===== src/rtl/chain_scrambler_pkg.sv =====
package chain_scrambler_pkg;
  localparam int ByteW = 8;
  typedef logic [ByteW-1:0] byte_t;

  typedef struct packed {
    logic accept;   // byte taken this cycle
    logic restart;  // taken byte opens a message
  } laneStrb_t;

  // forward transform, state A then B
  function automatic byte_t scrambleStep(byte_t p, byte_t a, byte_t b);
    byte_t u;
    u = (((p ^ b ^ 8'h2B) - 8'h05) ^ 8'h35) - 8'h39;
    return (((u ^ a ^ 8'h5A) - 8'hB0) ^ 8'h38) - 8'h45;
  endfunction

  // inverse transform
  function automatic byte_t unscrambleStep(byte_t c, byte_t a, byte_t b);
    byte_t u;
    u = ((((c + 8'h45) ^ 8'h38) + 8'hB0) ^ 8'h5A) ^ a;
    return ((((u + 8'h39) ^ 8'h35) + 8'h05) ^ 8'h2B) ^ b;
  endfunction
endpackage


===== src/rtl/chain_scrambler_ctrl.sv =====
module chain_scrambler_ctrl
  import chain_scrambler_pkg::*;
(
  input  logic      clk,
  input  logic      rstN,
  input  logic      inValid,
  input  logic      inStart,
  output logic      inReady,
  output logic      outValid,
  input  logic      outReady,
  output laneStrb_t strb
);
  logic validQ;

  assign inReady      = !validQ || outReady;
  assign strb.accept  = inValid && inReady;
  assign strb.restart = inValid && inReady && inStart;
  assign outValid     = validQ;

  always_ff @(posedge clk) begin
    if (!rstN) begin
      validQ <= 1'b0;
    end else if (strb.accept) begin
      validQ <= 1'b1;
    end else if (outReady) begin
      validQ <= 1'b0;
    end
  end
endmodule


===== src/rtl/chain_scrambler_dp.sv =====
module chain_scrambler_dp
  import chain_scrambler_pkg::*;
#(
  parameter bit    Inverse = 1'b0,
  parameter byte_t SeedA   = 8'h9B,
  parameter byte_t SeedB   = 8'h54
) (
  input  logic      clk,
  input  logic      rstN,
  input  laneStrb_t strb,
  input  byte_t     inData,
  output byte_t     outData
);
  byte_t chainA, chainB;
  byte_t useA, useB;
  byte_t result;
  byte_t nextA, nextB;

  assign useA = strb.restart ? SeedA : chainA;
  assign useB = strb.restart ? SeedB : chainB;

  generate
    if (Inverse) begin : g_unscr
      assign result = unscrambleStep(inData, useA, useB);
      assign nextA  = result;
      assign nextB  = inData;
    end else begin : g_scr
      assign result = scrambleStep(inData, useA, useB);
      assign nextA  = inData;
      assign nextB  = result;
    end
  endgenerate

  always_ff @(posedge clk) begin
    if (!rstN) begin
      chainA  <= SeedA;
      chainB  <= SeedB;
      outData <= '0;
    end else if (strb.accept) begin
      chainA  <= nextA;
      chainB  <= nextB;
      outData <= result;
    end
  end
endmodule


===== src/rtl/chain_scrambler.sv =====
module chain_scrambler
  import chain_scrambler_pkg::*;
#(
  parameter byte_t SeedA = 8'h9B,
  parameter byte_t SeedB = 8'h54
) (
  input  logic       clk,
  input  logic       rstN,
  input  logic       encInValid,
  output logic       encInReady,
  input  logic       encInStart,
  input  logic [7:0] encInData,
  output logic       encOutValid,
  input  logic       encOutReady,
  output logic [7:0] encOutData,
  input  logic       decInValid,
  output logic       decInReady,
  input  logic       decInStart,
  input  logic [7:0] decInData,
  output logic       decOutValid,
  input  logic       decOutReady,
  output logic [7:0] decOutData
);
  laneStrb_t encStrb, decStrb;

  chain_scrambler_ctrl u_encCtrl (
    .clk(clk), .rstN(rstN), .inValid(encInValid), .inStart(encInStart),
    .inReady(encInReady), .outValid(encOutValid), .outReady(encOutReady),
    .strb(encStrb)
  );
  chain_scrambler_dp #(.Inverse(1'b0), .SeedA(SeedA), .SeedB(SeedB)) u_encDp (
    .clk(clk), .rstN(rstN), .strb(encStrb), .inData(encInData),
    .outData(encOutData)
  );

  chain_scrambler_ctrl u_decCtrl (
    .clk(clk), .rstN(rstN), .inValid(decInValid), .inStart(decInStart),
    .inReady(decInReady), .outValid(decOutValid), .outReady(decOutReady),
    .strb(decStrb)
  );
  chain_scrambler_dp #(.Inverse(1'b1), .SeedA(SeedA), .SeedB(SeedB)) u_decDp (
    .clk(clk), .rstN(rstN), .strb(decStrb), .inData(decInData),
    .outData(decOutData)
  );
endmodule


===== config.mk =====
export PLATFORM = sky130hd
export DESIGN_NAME = chain_scrambler
export DESIGN_NICKNAME = d
export VERILOG_FILES = /design/src/rtl/chain_scrambler_pkg.sv /design/src/rtl/chain_scrambler_ctrl.sv /design/src/rtl/chain_scrambler_dp.sv /design/src/rtl/chain_scrambler.sv
export SDC_FILE = /design/constraint.sdc
export NUM_CORES = 1
export LEC_CHECK = 0
export BUFFER_PORTS_ARGS = -buffer_cell sky130_fd_sc_hd__buf_4
export CORE_MARGIN = 4
export CORE_UTILIZATION = 63
export CTS_BUF_LIST = sky130_fd_sc_hd__clkbuf_16
export DETAILED_ROUTE_END_ITERATION = 8
export GPL_TIMING_DRIVEN = 0
export PLACE_DENSITY = 0.88
export SYNTH_ARGS = -nofsm -noshare
export SYNTH_HDL_FRONTEND = slang
export SYNTH_SLANG_ARGS = --single-unit

===== constraint.sdc =====
create_clock -name clk -period 9.64 [get_ports clk]
set_input_delay 1.446 -clock clk [delete_from_list [all_inputs] [get_ports clk]]
set_output_delay 1.446 -clock clk [all_outputs]
set_load 0.05 [all_outputs]

==> run_results.csv, run 1 <==
group,metric,value,unit
power,power.combinational.fraction,57.8,%
logic_synthesis,syn_inst,422,
min_path,hp-start,"u_decDp.outData[0]",
floorplanning,placementRows,25,
logic_synthesis,synth_edf_count,0,
cts,numCtsBuffers,5,
logic_synthesis,synth_cell_types,64,
logic_synthesis,syn_area,0.00325,sq mm
critical_path,crit_fanout,10,
flow_run,maxCapViolCount,0,
critical_path,r2r_setup_slack,5.77,ns
global_route,grt_pass1_vias,2980,
timing,fin_crit_sh,49.9,%
timing,setup_ws,4.83,ns
timing,hold_viol,0,
timing,skew,0.00437,ns
layout,fillCellCount,362,
power,ir_drop,0.156,mV
route,met2_length,3.94,mm
critical_path,crit_chain,"buf_4 > nand2b_1 > clkbuf_1 > and3_1 > clkbuf_1 > nor2_1 > xor2_1 > ha_1 > inv_1 > o21ai_0 > a22oi_1 > o211ai_1 > xnor2_1 > o41a_1 > or3_1 > nand3_1 > a21oi_1",
timing,worst_pin_slew,0.646,ns
timing,min_period,4.81,ns
timing,finalSetupTns,0,ns
floorplanning,die_area,0.00637,sq mm
min_path,min_to,"u_decDp.outData[0]",
placement,gp_congestion,0.915,
power,p_int,0.000517,W
power,power_frac_seq,24.3,%
placement,post-place-ws,4.59,ns
floorplanning,design.core.area,0.00485,sq mm
route,postRouteAntennaNets,0,
cts,post_cts.repair.setup_buffers,0,
power,p_sw_share,44.6,%
route,top_layer_used,"met4",
logic_synthesis,yosysMostFrequentCell,"nand2_1",
floorplanning,die_w,79.8,um
critical_path,cpMostUsedCell,"clkbuf_1",
route,drcViolationCount,0,
route,drt_iter0_drc,175,
logic_synthesis,synth_top_area_share,25.9,%
logic_synthesis,async_reset_ff_share,0,%
layout,final_util,77.9,%
placement,hpwl,6.23,mm
global_route,antenna_found_initial,0,
route,drt_pass1_iterations,5,
layout,area_delta_synth_final,16.2,%
power,power_density,247,mW/mm^2
route,drt-total-wl,8.31,mm
placement,portBuffers,40,
cts,cts-root-buf,"clkbuf_16",
outcome,status,"complete, no violations",
critical_path,cpPeakStageDelay,0.45,ns
critical_path,startpoint,"decOutReady",
global_route,grt_overflow_total,0,
cts,insertion_delay,0.28,ns
placement,placed_cells,529,
critical_path,worstSetupPathType,"in -> reg",
timing,slew_violations,0,
cts,postCtsHoldBufs,0,
min_path,hold_depth,2,
critical_path,critPathSlowestCell,"o41a_1",
route,drt-vias-per-instance,5.98,
timing,maxSlewHeadroom,56.9,%
power,pwr-share-clk,17.8,%
power,p_leak,1.58,nW
floorplanning,top_level_ports,44,
critical_path,start_kind,"input port",
cts,worst_setup_hold_path_clk_slew,0.06,ns
critical_path,critPathArrivalTime,4.95,ns
route,drt-met1-wl,3.56,mm
logic_synthesis,yosysSeqAreaShare,25.9,%
logic_synthesis,synth_ff_type,"dfxtp_1",
route,post_drt_wl_per_cell,15.5,um
global_route,grt_max_degree,14,
logic_synthesis,syn-num-nets,452,
critical_path,worstReg2RegEnd,"u_decDp.outData[7]",
timing,rsz0062_at_grt,"no",
cts,cts-htree-levels,2,
floorplanning,fp.dieH,79.8,um
logic_synthesis,synthTopCellsByArea,"dfxtp_1 26%, xnor2_1 7.8%, nand2_1 7.2%",
logic_synthesis,yosysTopAreaCell,"dfxtp_1",
timing,setup_viol,0,
cts,clock_sinks,42,
cts,cts_tree,"done",
global_route,grt_pass1_wl,13.4,mm
layout,drive_gt1_share,17.2,%
logic_synthesis,yosys_warnings,0,
logic_synthesis,avgSynthCellArea,7.70,sq um
critical_path,r2r_start,"u_decCtrl.outValid",
logic_synthesis,ys_ff_latch,42,
layout,fin_nets,499,
critical_path,critPathCaptureType,"register",
cts,max-clock-path-buffers,2,
logic_synthesis,yosys-top-cells-count,"62 x nand2_1, 45 x nor2_1, 42 x dfxtp_1",
floorplanning,start_util,67.0,%
critical_path,crit_required,9.79,ns
route,dr_wl_met3,570,um
layout,n_antenna_cell,0,
power,power,0.000932,W
min_path,worstHoldPathType,"reg -> reg",
critical_path,r2r_cells,16,
route,vias,3211,
global_route,grt_util_all_layers,26.7,%
power,p_sw,0.000415,W
layout,stdcell_count,537,
timing,max_freq,0.208,GHz
cts,cts.repair.resized,0,
==> worst max-delay path: cells and delay by family <==
kind	cells	cell delay, ns
xor+xnor	2	0.54
compound gates	5	0.96
buf+inv	4	0.81
simple gates	5	0.93
fa+ha+maj	1	0.26
==> cells by family after synthesis <==
family | share of synthesized area [%]
simple gates | 22.6
compound gates | 23.3
xor+xnor | 19.4
flops | 25.9
buf+inv | 5.47
fa+ha+maj | 2.31
mux | 0.963
==> power groups by stage <==
stage,Sequential (W),Combinational (W),Clock (W)
after floorplan,0.000255,0.000389,0
after global placement,0.000228,0.000510,0
after detailed placement,0.000230,0.000522,0
after CTS,0.000226,0.000531,0.000165
after global routing,0.000231,0.000582,0.000172
final,0.000227,0.000539,0.000166
==> area by class of cell <==
cell class                      instances  area, sq um  share of cell area (%)
Clock buffer                            5          125                    3.31
Buffer                                 27          133                    3.51
Inverter                               12         45.0                    1.19
Sequential cell                        42          841                    22.3
Clock inverter                          3         17.5                   0.464
Tap cell                               67         83.8                    2.22
Multi-Input combinational cell        341         2230                    59.1
Timing Repair Buffer                   40          300                    7.95
==> worst max path at each step <==
stage,endpoint,slack (ns),cells past startpoint
after floorplan,u_decDp.outData[7],4.77,16
after global placement,u_decDp.outData[7],4.70,17
after detailed placement,u_decDp.outData[7],4.59,17
after CTS,u_decDp.outData[7],4.89,17
after global routing,u_decDp.outData[7],4.64,17
final,u_decDp.outData[7],4.83,17
==> state kept, by name, indices dropped and copies added (netlist names) <==
signal and count:
u_decDp.chainB 8, u_encDp.chainA 8, u_encDp.chainB 8, u_encCtrl.outValid 1
u_decCtrl.outValid 1, u_decDp.outData 8, u_decDp.chainA 5, u_encDp.outData 3
==> metal layers <==
| metal | global-route usage (%) | up-vias |
|---|---|---|
| met5 | 0 | - |
| met4 | 12.2 | 0 |
| met3 | 5.53 | 31 |
| met2 | 45.4 | 146 |
| met1 | 32.0 | 1486 |
| li1 | - | 1548 |
==> cells in the final DEF, fill, tap and decap left out, types with 4 or more instances in the layout <==
| cell type | netlist | final |
|---|---|---|
| a211oi_1 | 8 | 8 |
| xor2_1 | 23 | 23 |
| o21ai_2 | 4 | 4 |
| dfxtp_1 | 42 | 42 |
| ha_1 | 6 | 6 |
| and2_1 | 5 | 5 |
| nand2_1 | 62 | 62 |
| nor2b_1 | 5 | 5 |
| nand2b_1 | 4 | 4 |
| o21ai_0 | 23 | 23 |
| xnor2_1 | 29 | 29 |
| inv_1 | 9 | 10 |
| nor3_1 | 10 | 10 |
| nand3_1 | 15 | 15 |
| clkbuf_1 | 17 | 17 |
| o211ai_1 | 4 | 4 |
| nor2_1 | 45 | 45 |
| clkbuf_16 | 0 | 5 |
| a31oi_1 | 6 | 6 |
| a21oi_1 | 27 | 27 |
| buf_4 | 8 | 48 |
| o21a_1 | 5 | 5 |
| xnor2_2 | 6 | 6 |
| a22oi_1 | 4 | 4 |
==> stage by stage <==
| step | area [sq um] | hold slack (ns) |
|---|---|---|
| 2_1_floorplan | 3250 | 0.432 |
| 3_3_place_gp | 3630 | 0.442 |
| 3_5_place_dp | 3630 | 0.449 |
| 4_1_cts | 3780 | 0.458 |
| 5_1_grt | 3780 | 0.479 |
| 6_report | 3780 | 0.455 |
(Power assumes the default switching activity.)
==> run 2, diff against run 1 <==
--- a/config.mk
+++ b/config.mk
@@ -7,11 +7,11 @@
 export LEC_CHECK = 0
 export BUFFER_PORTS_ARGS = -buffer_cell sky130_fd_sc_hd__buf_4
 export CORE_MARGIN = 4
-export CORE_UTILIZATION = 63
+export CORE_UTILIZATION = 53
 export CTS_BUF_LIST = sky130_fd_sc_hd__clkbuf_16
 export DETAILED_ROUTE_END_ITERATION = 8
 export GPL_TIMING_DRIVEN = 0
-export PLACE_DENSITY = 0.88
+export PLACE_DENSITY = 0.79
 export SYNTH_ARGS = -nofsm -noshare
 export SYNTH_HDL_FRONTEND = slang
 export SYNTH_SLANG_ARGS = --single-unit
==> constraint.sdc (replaced) <==
create_clock -name clk -period 4.32 [get_ports clk]
set_input_delay 0.648 -clock clk [delete_from_list [all_inputs] [get_ports clk]]
set_output_delay 0.648 -clock clk [all_outputs]
set_load 0.05 [all_outputs]
==> run 2 against run 1 <==
Net effect: clock-buffer cell count did not move; sequential share of layout area fell by 0.15 points; utilization fell by 14 points; routed wire length fell by 3.4%; register-to-register slack got worse by 5.2 ns; global-route usage fell by 4.5 points; clock skew fell by 0.0015 ns; combinational power rose by 120%; sequential power rose by 120%; via count fell by 3.7%; design area rose by 0.70%; critical path type unchanged; critical endpoint unchanged; largest cell class unchanged.
==> run_results.csv, run 2 (synthesized netlist as in run 1, its figures left out) <==
group,metric,value,unit
cts,max-clock-path-buffers,2,
critical_path,critPathArrivalTime,4.03,ns
floorplanning,design.core.area,0.00592,sq mm
min_path,hp-start,"u_encDp.chainA[2]",
timing,maxSlewHeadroom,58.2,%
critical_path,critPathCaptureType,"register",
timing,slew_violations,0,
route,drt_iter0_drc,125,
timing,min_period,3.90,ns
route,vias,3093,
floorplanning,die_w,86.3,um
global_route,grt_overflow_total,0,
global_route,grt_pass1_wl,13.4,mm
route,drt_pass1_iterations,4,
floorplanning,top_level_ports,44,
timing,finalSetupTns,0,ns
timing,skew,0.00283,ns
route,post_drt_wl_per_cell,14.8,um
floorplanning,fp.dieH,86.3,um
layout,stdcell_count,544,
floorplanning,placementRows,28,
global_route,antenna_found_initial,0,
critical_path,crit_chain,"buf_4 > nand2b_1 > clkbuf_1 > and3_1 > clkbuf_1 > nor2_1 > xor2_1 > ha_1 > inv_1 > o21ai_0 > a22oi_1 > o211ai_1 > xnor2_1 > o41a_1 > or3_1 > nand3_1 > a21oi_1",
min_path,hold_depth,2,
cts,postCtsHoldBufs,0,
timing,rsz0062_at_grt,"no",
layout,layout.cells.most_common_list,"62 x nand2_1, 48 x buf_4, 45 x nor2_1",
critical_path,cpPeakStageDelay,0.46,ns
critical_path,critPathSlowestCell,"o41a_1",
outcome,status,"complete, no violations",
min_path,worstHoldPathType,"reg -> reg",
layout,fin_nets,499,
placement,gp_congestion,0.872,
layout,fillCellCount,537,
layout,drive_gt1_share,17.1,%
power,p_leak,1.58,nW
layout,fin_area,0.00380,sq mm
placement,placed_area,0.00364,sq mm
critical_path,cpMostUsedCell,"clkbuf_1",
route,drt-total-wl,8.03,mm
timing,fin_crit_sh,90.2,%
placement,placed_cells,537,
route,postRouteAntennaNets,0,
route,drt-vias-per-instance,5.69,
cts,cts_tree,"done",
timing,setup_viol,0,
floorplanning,die_area,0.00745,sq mm
power,ir_drop,0.301,mV
power,p_sw_share,42.5,%
timing,hold_viol,0,
critical_path,crit_required,4.46,ns
cts,cts.repair.resized,0,
cts,clock_sinks,42,
critical_path,r2r_setup_slack,0.57,ns
critical_path,worstReg2RegEnd,"u_decDp.outData[7]",
power,power.combinational.fraction,56.2,%
layout,final_common_cell,"nand2_1",
cts,cts-root-buf,"clkbuf_16",
critical_path,start_kind,"input port",
power,power_frac_seq,24.1,%
flow_run,maxCapViolCount,0,
global_route,grt_pass1_vias,2998,
global_route,grt_max_degree,13,
critical_path,r2r_cells,16,
floorplanning,start_util,54.9,%
cts,post_cts.repair.setup_buffers,0,
layout,regArea,841,sq um
critical_path,crit_fanout,10,
global_route,grt_util_all_layers,22.1,%
placement,hpwl,6.17,mm
layout,n_antenna_cell,0,
timing,worst_pin_slew,0.627,ns
power,p_int,0.00121,W
cts,numCtsBuffers,5,
timing,max_freq,0.257,GHz
power,pwr-share-clk,19.7,%
min_path,min_to,"u_encDp.chainA[2]",
layout,multiInputGateArea,0.00223,sq mm
cts,cts-htree-levels,2,
cts,worst_setup_hold_path_clk_slew,0.06,ns
layout,area_delta_synth_final,17.0,%
cts,insertion_delay,0.28,ns
placement,portBuffers,40,
power,power_density,552,mW/mm^2
critical_path,r2r_start,"u_decCtrl.outValid",
critical_path,worstSetupPathType,"in -> reg",
power,power,0.00210,W
route,drcViolationCount,0,
power,p_sw,0.000892,W
## run 2: worst max-delay path: cells and delay by family
kind | cells | cell delay, ns
buffers and inverters | 4 | 0.76
XOR/XNOR | 2 | 0.51
AO/OA/AOI/OAI | 5 | 0.98
adder cells (fa/ha/maj) | 1 | 0.25
AND/OR/NAND/NOR | 5 | 0.89
## run 2: stage by stage
stage,hold WS [ns],setup slack [ns],utilization [%]
after floorplan,0.432,0.247,-
after global placement,0.443,0.235,61.5
after detailed placement,0.448,0.150,61.5
after CTS,0.457,0.437,64.2
after global routing,0.484,0.167,64.2
final,0.456,0.424,64.2
## run 2: power by group through the flow
stage	Clock, W	Sequential, W	Combinational [W]
global placement	0	0.000512	0.00113
finish	0.000414	0.000506	0.00118
detailed placement	0	0.000514	0.00116
floorplan	0	0.000568	0.000869
global route	0.000439	0.000514	0.00128
CTS	0.000420	0.000506	0.00117
## run 2: how the worst max path moves through the flow
stage                      from            endpoint  slack [ns]  depth (start not counted)
finish              decOutReady  u_decDp.outData[7]        0.42                         17
detailed placement  decOutReady  u_decDp.outData[7]        0.15                         17
floorplan           decOutReady  u_decDp.outData[7]        0.25                         16
global route        decOutReady  u_decDp.outData[7]        0.17                         17
global placement    decOutReady  u_decDp.outData[7]        0.24                         17
CTS                 decOutReady  u_decDp.outData[7]        0.44                         17
## run 2: area by class of cell
class / instances / share of cell area, %
tap: 75 / 2.47
inverter: 12 / 1.18
clock buffer: 5 / 3.29
timing repair buffer: 40 / 7.90
buffer: 27 / 3.49
clock inverter: 2 / 0.888
multi-input combinational: 341 / 58.7
sequential: 42 / 22.1
## run 2: per-layer routing
| layer | wire length, um | global-route usage (%) | part of all wire [%] | vias to the layer above |
|---|---|---|---|---|
| met5 | 0 | 0 | 0 | - |
| met3 | 291 | 4.09 | 3.6 | 11 |
| met4 | 108 | 7.37 | 1.3 | 0 |
| met1 | 3420 | 24.9 | 43 | 1467 |
| li1 | - | - | - | 1554 |
| met2 | 4210 | 41.6 | 52 | 61 |
